[src/rtl/vpi_pkg.sv]
package vpi_pkg;

    localparam int unsigned BUS_AW = 6;

    typedef enum logic [2:0] {
        RK_VECT,
        RK_DEF,
        RK_SLOT_ADDR,
        RK_SLOT_CTRL,
        RK_NONE
    } reg_kind_e;

    typedef struct packed {
        reg_kind_e   kind;
        logic [3:0]  idx;
    } reg_dec_t;

    function automatic reg_dec_t vpi_decode(input logic [BUS_AW-1:0] a);
        reg_dec_t d;
        d.idx = a[3:0];
        unique case (a[5:4])
            2'd0:    d.kind = (a[3:0] == 4'd0) ? RK_VECT :
                              (a[3:0] == 4'd1) ? RK_DEF  : RK_NONE;
            2'd1:    d.kind = RK_SLOT_ADDR;
            2'd2:    d.kind = RK_SLOT_CTRL;
            default: d.kind = RK_NONE;
        endcase
        return d;
    endfunction

endpackage

[src/rtl/vpi_slot_regs.sv]
module vpi_slot_regs
    import vpi_pkg::*;
#(
    parameter int unsigned NUM_SLOT = 16,
    parameter int unsigned SRC_W    = 5,
    parameter int unsigned DW       = 32
) (
    input  logic                             clk,
    input  logic                             rst,
    input  logic                             wr_en,
    input  reg_dec_t                         dec,
    input  logic [DW-1:0]                    wdata,
    output logic [NUM_SLOT-1:0]              slot_en_o,
    output logic [NUM_SLOT-1:0][SRC_W-1:0]   slot_src_o,
    output logic [NUM_SLOT:0][DW-1:0]        vaddr_o
);

    // default address lives at index NUM_SLOT
    always_ff @(posedge clk) begin
        if (rst) begin
            vaddr_o[NUM_SLOT] <= '0;
        end else if (wr_en && dec.kind == RK_DEF) begin
            vaddr_o[NUM_SLOT] <= wdata;
        end
    end

    for (genvar g = 0; g < NUM_SLOT; g++) begin : g_slot
        logic hit_addr;
        logic hit_ctrl;
        assign hit_addr = wr_en && dec.kind == RK_SLOT_ADDR && int'(dec.idx) == g;
        assign hit_ctrl = wr_en && dec.kind == RK_SLOT_CTRL && int'(dec.idx) == g;

        always_ff @(posedge clk) begin
            if (rst) begin
                vaddr_o[g]    <= '0;
                slot_en_o[g]  <= 1'b0;
                slot_src_o[g] <= '0;
            end else begin
                if (hit_addr) vaddr_o[g] <= wdata;
                if (hit_ctrl) begin
                    slot_en_o[g]  <= wdata[SRC_W];
                    slot_src_o[g] <= wdata[SRC_W-1:0];
                end
            end
        end
    end

endmodule

[src/rtl/vpi_mask_gen.sv]
module vpi_mask_gen #(
    parameter int unsigned NUM_SRC  = 32,
    parameter int unsigned NUM_SLOT = 16,
    parameter int unsigned SRC_W    = 5
) (
    input  logic [NUM_SLOT-1:0]               slot_en_i,
    input  logic [NUM_SLOT-1:0][SRC_W-1:0]    slot_src_i,
    output logic [NUM_SLOT+1:0][NUM_SRC-1:0]  mask_o
);

    // prefix OR: entry k holds sources of enabled slots numbered below k
    logic [NUM_SLOT:0][NUM_SRC-1:0] pre;

    assign pre[0] = '0;

    for (genvar g = 0; g < NUM_SLOT; g++) begin : g_pre
        logic [NUM_SRC-1:0] bit_g;
        assign bit_g      = slot_en_i[g] ? (NUM_SRC'(1) << slot_src_i[g]) : '0;
        assign pre[g+1]   = pre[g] | bit_g;
    end

    for (genvar k = 0; k <= NUM_SLOT; k++) begin : g_out
        assign mask_o[k] = pre[k];
    end

    // idle: everything may interrupt
    assign mask_o[NUM_SLOT+1] = '1;

endmodule

[src/rtl/vpi_ack_scan.sv]
module vpi_ack_scan #(
    parameter int unsigned NUM_SRC  = 32,
    parameter int unsigned NUM_SLOT = 16,
    parameter int unsigned SRC_W    = 5,
    parameter int unsigned LVL_W    = 5
) (
    input  logic [NUM_SRC-1:0]              pend_i,
    input  logic [NUM_SLOT-1:0]             slot_en_i,
    input  logic [NUM_SLOT-1:0][SRC_W-1:0]  slot_src_i,
    input  logic [LVL_W-1:0]                cur_i,
    output logic [LVL_W-1:0]                cand_o,
    output logic                            raise_o,
    output logic [LVL_W-1:0]                new_lvl_o
);

    localparam logic [LVL_W-1:0] DEF_L  = LVL_W'(NUM_SLOT);
    localparam logic [LVL_W-1:0] IDLE_L = LVL_W'(NUM_SLOT + 1);

    logic [NUM_SLOT-1:0] hit;

    for (genvar g = 0; g < NUM_SLOT; g++) begin : g_hit
        assign hit[g] = slot_en_i[g] & pend_i[slot_src_i[g]];
    end

    always_comb begin
        cand_o = (|pend_i) ? DEF_L : IDLE_L;
        for (int j = NUM_SLOT - 1; j >= 0; j--) begin
            if (hit[j]) cand_o = LVL_W'(j);
        end
    end

    assign raise_o   = cand_o < cur_i;
    assign new_lvl_o = raise_o ? cand_o : cur_i;

endmodule

[src/rtl/vpi_level_track.sv]
module vpi_level_track #(
    parameter int unsigned NUM_SLOT = 16,
    parameter int unsigned LVL_W    = 5
) (
    input  logic              clk,
    input  logic              rst,
    input  logic              ack_i,
    input  logic              eoi_i,
    input  logic              raise_i,
    input  logic [LVL_W-1:0]  cand_i,
    output logic [LVL_W-1:0]  cur_o
);

    localparam logic [LVL_W-1:0] IDLE_L = LVL_W'(NUM_SLOT + 1);

    logic [NUM_SLOT:0][LVL_W-1:0] prev_q;

    always_ff @(posedge clk) begin
        if (rst) begin
            cur_o  <= IDLE_L;
            prev_q <= {(NUM_SLOT + 1){IDLE_L}};
        end else if (ack_i && raise_i) begin
            prev_q[cand_i] <= cur_o;
            cur_o          <= cand_i;
        end else if (eoi_i && cur_o != IDLE_L) begin
            cur_o <= prev_q[cur_o];
        end
    end


    ack_raise_chk: assert property (@(posedge clk) disable iff (rst)
        (ack_i && raise_i) |=> (cur_o == $past(cand_i)));


    ack_hold_chk: assert property (@(posedge clk) disable iff (rst)
        (ack_i && !raise_i && !eoi_i) |=> $stable(cur_o));


    eoi_idle_chk: assert property (@(posedge clk) disable iff (rst)
        (eoi_i && !ack_i && cur_o == IDLE_L) |=> (cur_o == IDLE_L));


    level_range_chk: assert property (@(posedge clk) disable iff (rst)
        cur_o <= IDLE_L);


    eoi_only_lowers_chk: assert property (@(posedge clk) disable iff (rst)
        (eoi_i && !ack_i) |=> (cur_o >= $past(cur_o)));

endmodule

[src/rtl/vpi_ctrl.sv]
module vpi_ctrl
    import vpi_pkg::*;
#(
    parameter int unsigned NUM_SRC  = 32,
    parameter int unsigned NUM_SLOT = 16,
    parameter int unsigned DW       = 32
) (
    input  logic                 clk,
    input  logic                 rst,
    input  logic [NUM_SRC-1:0]   pend_i,
    input  logic [NUM_SRC-1:0]   en_i,
    input  logic [NUM_SRC-1:0]   fiq_sel_i,
    input  logic                 bus_rd_i,
    input  logic                 bus_wr_i,
    input  logic [BUS_AW-1:0]    bus_addr_i,
    input  logic [DW-1:0]        bus_wdata_i,
    output logic [DW-1:0]        bus_rdata_o,
    output logic                 bus_rvalid_o,
    output logic                 irq_o,
    output logic                 fiq_o
);

    localparam int unsigned SRC_W  = $clog2(NUM_SRC);
    localparam int unsigned LVL_W  = $clog2(NUM_SLOT + 2);
    localparam logic [LVL_W-1:0] IDLE_L = LVL_W'(NUM_SLOT + 1);
    localparam logic [LVL_W-1:0] DEF_L  = LVL_W'(NUM_SLOT);

    reg_dec_t                         dec;
    logic                             rd_acc;
    logic [NUM_SLOT-1:0]              slot_en;
    logic [NUM_SLOT-1:0][SRC_W-1:0]   slot_src;
    logic [NUM_SLOT:0][DW-1:0]        vaddr;
    logic [NUM_SLOT+1:0][NUM_SRC-1:0] mask;
    logic [LVL_W-1:0]                 cur;
    logic [LVL_W-1:0]                 cand;
    logic [LVL_W-1:0]                 new_lvl;
    logic [LVL_W-1:0]                 ret_idx;
    logic                             raise;
    logic                             ack;
    logic                             eoi;
    logic                             idx_ok;
    logic [DW-1:0]                    rd_val;
    logic [NUM_SRC-1:0]               irq_src;

    assign dec    = vpi_decode(bus_addr_i);
    assign rd_acc = bus_rd_i && !bus_wr_i;
    assign ack    = rd_acc && dec.kind == RK_VECT;
    assign eoi    = bus_wr_i && dec.kind == RK_VECT;
    assign idx_ok = int'(dec.idx) < NUM_SLOT;

    vpi_slot_regs #(.NUM_SLOT(NUM_SLOT), .SRC_W(SRC_W), .DW(DW)) u_regs (
        .clk        (clk),
        .rst        (rst),
        .wr_en      (bus_wr_i),
        .dec        (dec),
        .wdata      (bus_wdata_i),
        .slot_en_o  (slot_en),
        .slot_src_o (slot_src),
        .vaddr_o    (vaddr)
    );

    vpi_mask_gen #(.NUM_SRC(NUM_SRC), .NUM_SLOT(NUM_SLOT), .SRC_W(SRC_W)) u_mask (
        .slot_en_i  (slot_en),
        .slot_src_i (slot_src),
        .mask_o     (mask)
    );

    vpi_ack_scan #(.NUM_SRC(NUM_SRC), .NUM_SLOT(NUM_SLOT), .SRC_W(SRC_W), .LVL_W(LVL_W)) u_scan (
        .pend_i     (pend_i),
        .slot_en_i  (slot_en),
        .slot_src_i (slot_src),
        .cur_i      (cur),
        .cand_o     (cand),
        .raise_o    (raise),
        .new_lvl_o  (new_lvl)
    );

    vpi_level_track #(.NUM_SLOT(NUM_SLOT), .LVL_W(LVL_W)) u_lvl (
        .clk     (clk),
        .rst     (rst),
        .ack_i   (ack),
        .eoi_i   (eoi),
        .raise_i (raise),
        .cand_i  (cand),
        .cur_o   (cur)
    );

    // idle maps to the default address on a read
    assign ret_idx = (new_lvl == IDLE_L) ? DEF_L : new_lvl;

    always_comb begin
        rd_val = '0;
        unique case (dec.kind)
            RK_VECT:      rd_val = vaddr[ret_idx];
            RK_DEF:       rd_val = vaddr[NUM_SLOT];
            RK_SLOT_ADDR: if (idx_ok) rd_val = vaddr[dec.idx];
            RK_SLOT_CTRL: if (idx_ok) rd_val = DW'({slot_en[dec.idx], slot_src[dec.idx]});
            default:      rd_val = '0;
        endcase
    end

    always_ff @(posedge clk) begin
        if (rst) begin
            bus_rdata_o  <= '0;
            bus_rvalid_o <= 1'b0;
        end else begin
            bus_rvalid_o <= rd_acc;
            if (rd_acc) bus_rdata_o <= rd_val;
        end
    end

    assign irq_src = pend_i & en_i & ~fiq_sel_i;
    assign irq_o   = |(irq_src & mask[cur]);
    assign fiq_o   = |(pend_i & fiq_sel_i);


    irq_needs_src_chk: assert property (@(posedge clk) disable iff (rst)
        irq_o |-> |(pend_i & en_i & ~fiq_sel_i));


    fiq_quiet_chk: assert property (@(posedge clk) disable iff (rst)
        (fiq_sel_i == '0) |-> !fiq_o);


    rvalid_follow_chk: assert property (@(posedge clk) disable iff (rst)
        (bus_rd_i && !bus_wr_i) |=> bus_rvalid_o);


    rvalid_quiet_chk: assert property (@(posedge clk) disable iff (rst)
        !bus_rd_i |=> !bus_rvalid_o);


    rdata_hold_chk: assert property (@(posedge clk) disable iff (rst)
        !bus_rd_i |=> $stable(bus_rdata_o));

endmodule

[config.mk]
export PLATFORM = sky130hd
export DESIGN_NAME = vpi_ctrl
export DESIGN_NICKNAME = d
export VERILOG_FILES = /design/src/rtl/vpi_pkg.sv /design/src/rtl/vpi_slot_regs.sv /design/src/rtl/vpi_mask_gen.sv /design/src/rtl/vpi_ack_scan.sv /design/src/rtl/vpi_level_track.sv /design/src/rtl/vpi_ctrl.sv
export SDC_FILE = /design/constraint.sdc
export NUM_CORES = 2
export LEC_CHECK = 0
export ABC_AREA = 0
export BUFFER_PORTS_ARGS = -buffer_cell sky130_fd_sc_hd__buf_2
export CAP_MARGIN = 20
export CORE_ASPECT_RATIO = 0.6
export CORE_MARGIN = 2
export CORE_UTILIZATION = 35
export CTS_CLUSTER_SIZE = 40
export DETAILED_ROUTE_END_ITERATION = 12
export PLACE_DENSITY = 0.56
export REMOVE_ABC_BUFFERS = 1
export SKIP_LAST_GASP = 1
export SLEW_MARGIN = 20
export SYNTH_ARGS = -nofsm -noshare
export SYNTH_HDL_FRONTEND = slang
export SYNTH_SLANG_ARGS = --single-unit
[constraint.sdc]
create_clock -name clk -period 6.69 [get_ports clk]
set_input_delay 0.669 -clock clk [delete_from_list [all_inputs] [get_ports clk]]
set_output_delay 0.669 -clock clk [all_outputs]
set_load 0.02 [all_outputs]
==> results.md <==
* Outcome: complete, no violations
* Yosys top cell by area: dfxtp_1
* Vias in the first global route at 50,117
* Gp weighted congestion at 1.13
* Max-slew violation count at 0
* Die area at 0.148 mm^2
* Crit Path Class: flop to flop
* First-pass GRT wire length at 394,000 um
* CTS tree: built
* Post-CTS Setup Bufs at 0
* Remaining Overflow, GRT at 0
* Root Driver: clkbuf_16
* Total number of vias at 55,483
* RSZ-0062 raised after global routing: false
* Final worst path period share at 0.977
* H-tree lvl count at 3
* Hold Vio Cnt, Final at 0
* Place WS at -126 ps
* Slew @ Worst Pin at 1290 ps
* Clock buffer count from CTS at 77
* Yosys Warn Count at 0
* Syn-to-layout area delta at 14.2%
* Power Dens Cells at 176 mW/mm^2
* Mapped cell area at 0.0508 mm^2
* Synth Flop Type: dfxtp_1
* Post-Synthesis Cells at 6,275
* Worst skew pair latency at 690 ps
* Yosys top cell area share at 0.301
* Critical path origin: u_regs.slot_src_o[51]$_SDFFE_PP0P_
* Class of the worst hold path: primary input to flop
* Worst-path clk slew at 70 ps
* Core Rows at 108
* Setup slack after layout at 156 ps
* HP Start: rst
* Count leader, synth: nand2_1
* Dpl hpwl at 205,000 um
* Post-synthesis async set-or-reset flop share at 0
* Worst vdd ir at 0.185 mV
* Worst Path Required at 7310 ps
* Reg2Reg Launch Point: u_regs.slot_src_o[51]$_SDFFE_PP0P_
* Syn_area_per_cell at 8.09 um^2
* WL final at 286,000 um
* Endpoint class of the critical path: flop
* Clock Sinks at 763
* Final min period at 6530 ps
* Synth top area cells: dfxtp_1 (30%), mux4_2 (15%), nand2_1 (10%)
* Clock skew at 53.3 ps
* Layout cell share with drive strength beyond 1 at 0.197
* Initial antenna violation count at 8
* Clock Path Buffers at 3
* Synth unique cells at 83
* Crit path launch type: flop
* Vias per cell at 6.72
* Die height at 299 um
* Routed length per placed instance at 34.7 um
* Max Fanout on Critical Path at 14
* Cell leakage power at 18.9 nW
* DRT Pass-1 Iters at 9
* Nets at 6,412
* Sequential share of the synthesized area at 0.301
* # setup viols final at 0
* Starting density of the core at 0.352
* Data arrival time of the critical path at 7150 ps
* Tot GR Track Use at 0.372
* Routed Antenna Nets at 0
* R2R Setup Slk at 160 ps
* Synth top cells by count: nand2_1 (1,414), dfxtp_1 (763), a21oi_1 (645), clkbuf_1 (540), nor2_1 (448)
* Post-synth EDFFs at 0
* Largest net degree at the start of global routing at 200
* DRC at 0
* Number of port buffers at 172
* Die Width at 496 um
* Fmax at 153 MHz
* Max-Cap Viols at 0
* Placeable Area at 0.144 mm^2
* I/O Pins at 173
* Rel. slew slack at 0.132
* #FFs+latches synth at 763
* Fin area at 0.0580 mm^2
* Post-DP Area at 0.0553 mm^2
* 1st-iter DRT viols at 9,771
==> per-layer routing <==
| layer | vias up | track usage | share of wire | wire [um] |
|---|---|---|---|---|
| li1 | 22976 | - | - | - |
| met1 | 27616 | 0.582 | 0.45 | 130000 |
| met2 | 4397 | 0.434 | 0.35 | 100000 |
| met3 | 482 | 0.182 | 0.17 | 49300 |
| met4 | 12 | 0.0824 | 0.023 | 6460 |
| met5 | - | 0.0111 | 0.0015 | 436 |
==> cells in the final DEF (no fill, tap or decap), types with 21 or more instances in the layout <==
| master | Yosys | final |
|---|---|---|
| a21o_1 | 21 | 21 |
| a21oi_1 | 645 | 645 |
| a221o_1 | 35 | 35 |
| a221oi_1 | 108 | 108 |
| a22oi_1 | 70 | 70 |
| a2bb2oi_1 | 21 | 21 |
| a31oi_1 | 45 | 44 |
| and2_1 | 26 | 25 |
| buf_12 | 0 | 37 |
| buf_2 | 41 | 167 |
| buf_4 | 13 | 364 |
| clkbuf_16 | 0 | 78 |
| dfxtp_1 | 763 | 747 |
| inv_1 | 24 | 24 |
| mux2_2 | 71 | 71 |
| mux2i_1 | 296 | 296 |
| mux4_2 | 342 | 342 |
| nand2_1 | 1414 | 1397 |
| nand2b_1 | 59 | 59 |
| nand3_1 | 145 | 141 |
| nand3b_1 | 21 | 21 |
| nand4_1 | 32 | 32 |
| nor2_1 | 448 | 429 |
| nor2b_1 | 67 | 67 |
| nor3_1 | 98 | 84 |
| nor4_1 | 38 | 32 |
| o211ai_1 | 29 | 29 |
| o21ai_0 | 231 | 230 |
| o221ai_1 | 74 | 74 |
| o22a_1 | 28 | 28 |
| o22ai_1 | 147 | 147 |
| o311ai_0 | 32 | 32 |
==> flip-flops by register name, indices dropped and copies added, names as in the netlist <==
signal	cells
u_regs.vaddr_o	544
u_lvl.prev_q	85
u_regs.slot_src_o	80
bus_rdata_o	32
u_regs.slot_en_o	16
u_lvl.cur_o	5
bus_rvalid_o	1
==> critical path, cell delays in order, from the launching register on <==
cell and delay (ps):
dfxtp_1 890, mux4_2 350, mux2i_1 140, mux4_2 550, o22ai_1 400, buf_4 210, nor3_1 60, o31a_1 310
ha_1 310, a21o_1 160, a21o_1 180, a21oi_1 170, and2_1 170, nand3_1 90, a2111o_1 400, a22oi_1 260
buf_4 170, o221ai_4 110, buf_4 250, o21ai_4 210, buf_12 210, buf_4 180, mux2i_1 100, a221oi_1 290
o32a_1 200
==> cell families (layout without fill, tap and decap cells) <==
logic type | count (synthesis) | in the layout | share of synthesized area
adders and majority gates | 7 | 7 | 0.00173
other | 0 | 4 | 0
muxes | 722 | 722 | 0.229
buffers and inverters | 687 | 734 | 0.0534
AOI/OAI and AO/OA | 1649 | 1649 | 0.209
DFF | 763 | 763 | 0.301
and+or+nand+nor | 2447 | 2447 | 0.206
==> report_power, final <==
part / internal (mW) / switching, mW / leakage, nW / total, mW
Sequential: 4.55 / 0.0194 / 6.16 / 4.57
Combinational: 0.325 / 0.706 / 11.5 / 1.03
Clock: 2.56 / 2.06 / 1.29 / 4.62
==> through the flow <==
step | hold slack (ps) | TNS (ps) | power [mW] | util | std cells
after floorplan | 430 | -201300 | 5.01 | - | 5615
after global placement | 439 | -2950 | 5.65 | 0.383 | 8109
after detailed placement | 450 | -1620 | 5.66 | 0.383 | 8112
after CTS | 317 | 0 | 10.2 | 0.401 | 8246
after global routing | 344 | 0 | 10.4 | 0.402 | 8248
final | 354 | 0 | 10.2 | 0.402 | 8251
==> path summary, 6_finish.rpt <==
check | to | cells after the start
max | bus_rdata_o[9]$_SDFFE_PP0P_ | 24
min | u_regs.vaddr_o[85]$_SDFFE_PP0P_ | 2
max reg2reg | bus_rdata_o[9]$_SDFFE_PP0P_ | 24
min reg2reg | u_regs.vaddr_o[476]$_SDFFE_PP0P_ | 2
==> layout make-up <==
class	instances	area, um^2
Antenna cell	4	10.0
Timing Repair Buffer	573	4390
Sequential cell	763	15300
Fill cell	14562	86300
Multi-Input combinational cell	4825	33200
Tap cell	1925	2410
Inverter	27	101
Clock inverter	29	362
Clock buffer	105	2240
==> repair_timing <==
item | CTS | global route
setup endpoints to repair | 39 | 58
resized for setup | 2 | 13
hold buffers | 0 | 0
hold endpoints to repair | 0 | 0
Note: power is estimated with default switching activity, not from simulation.
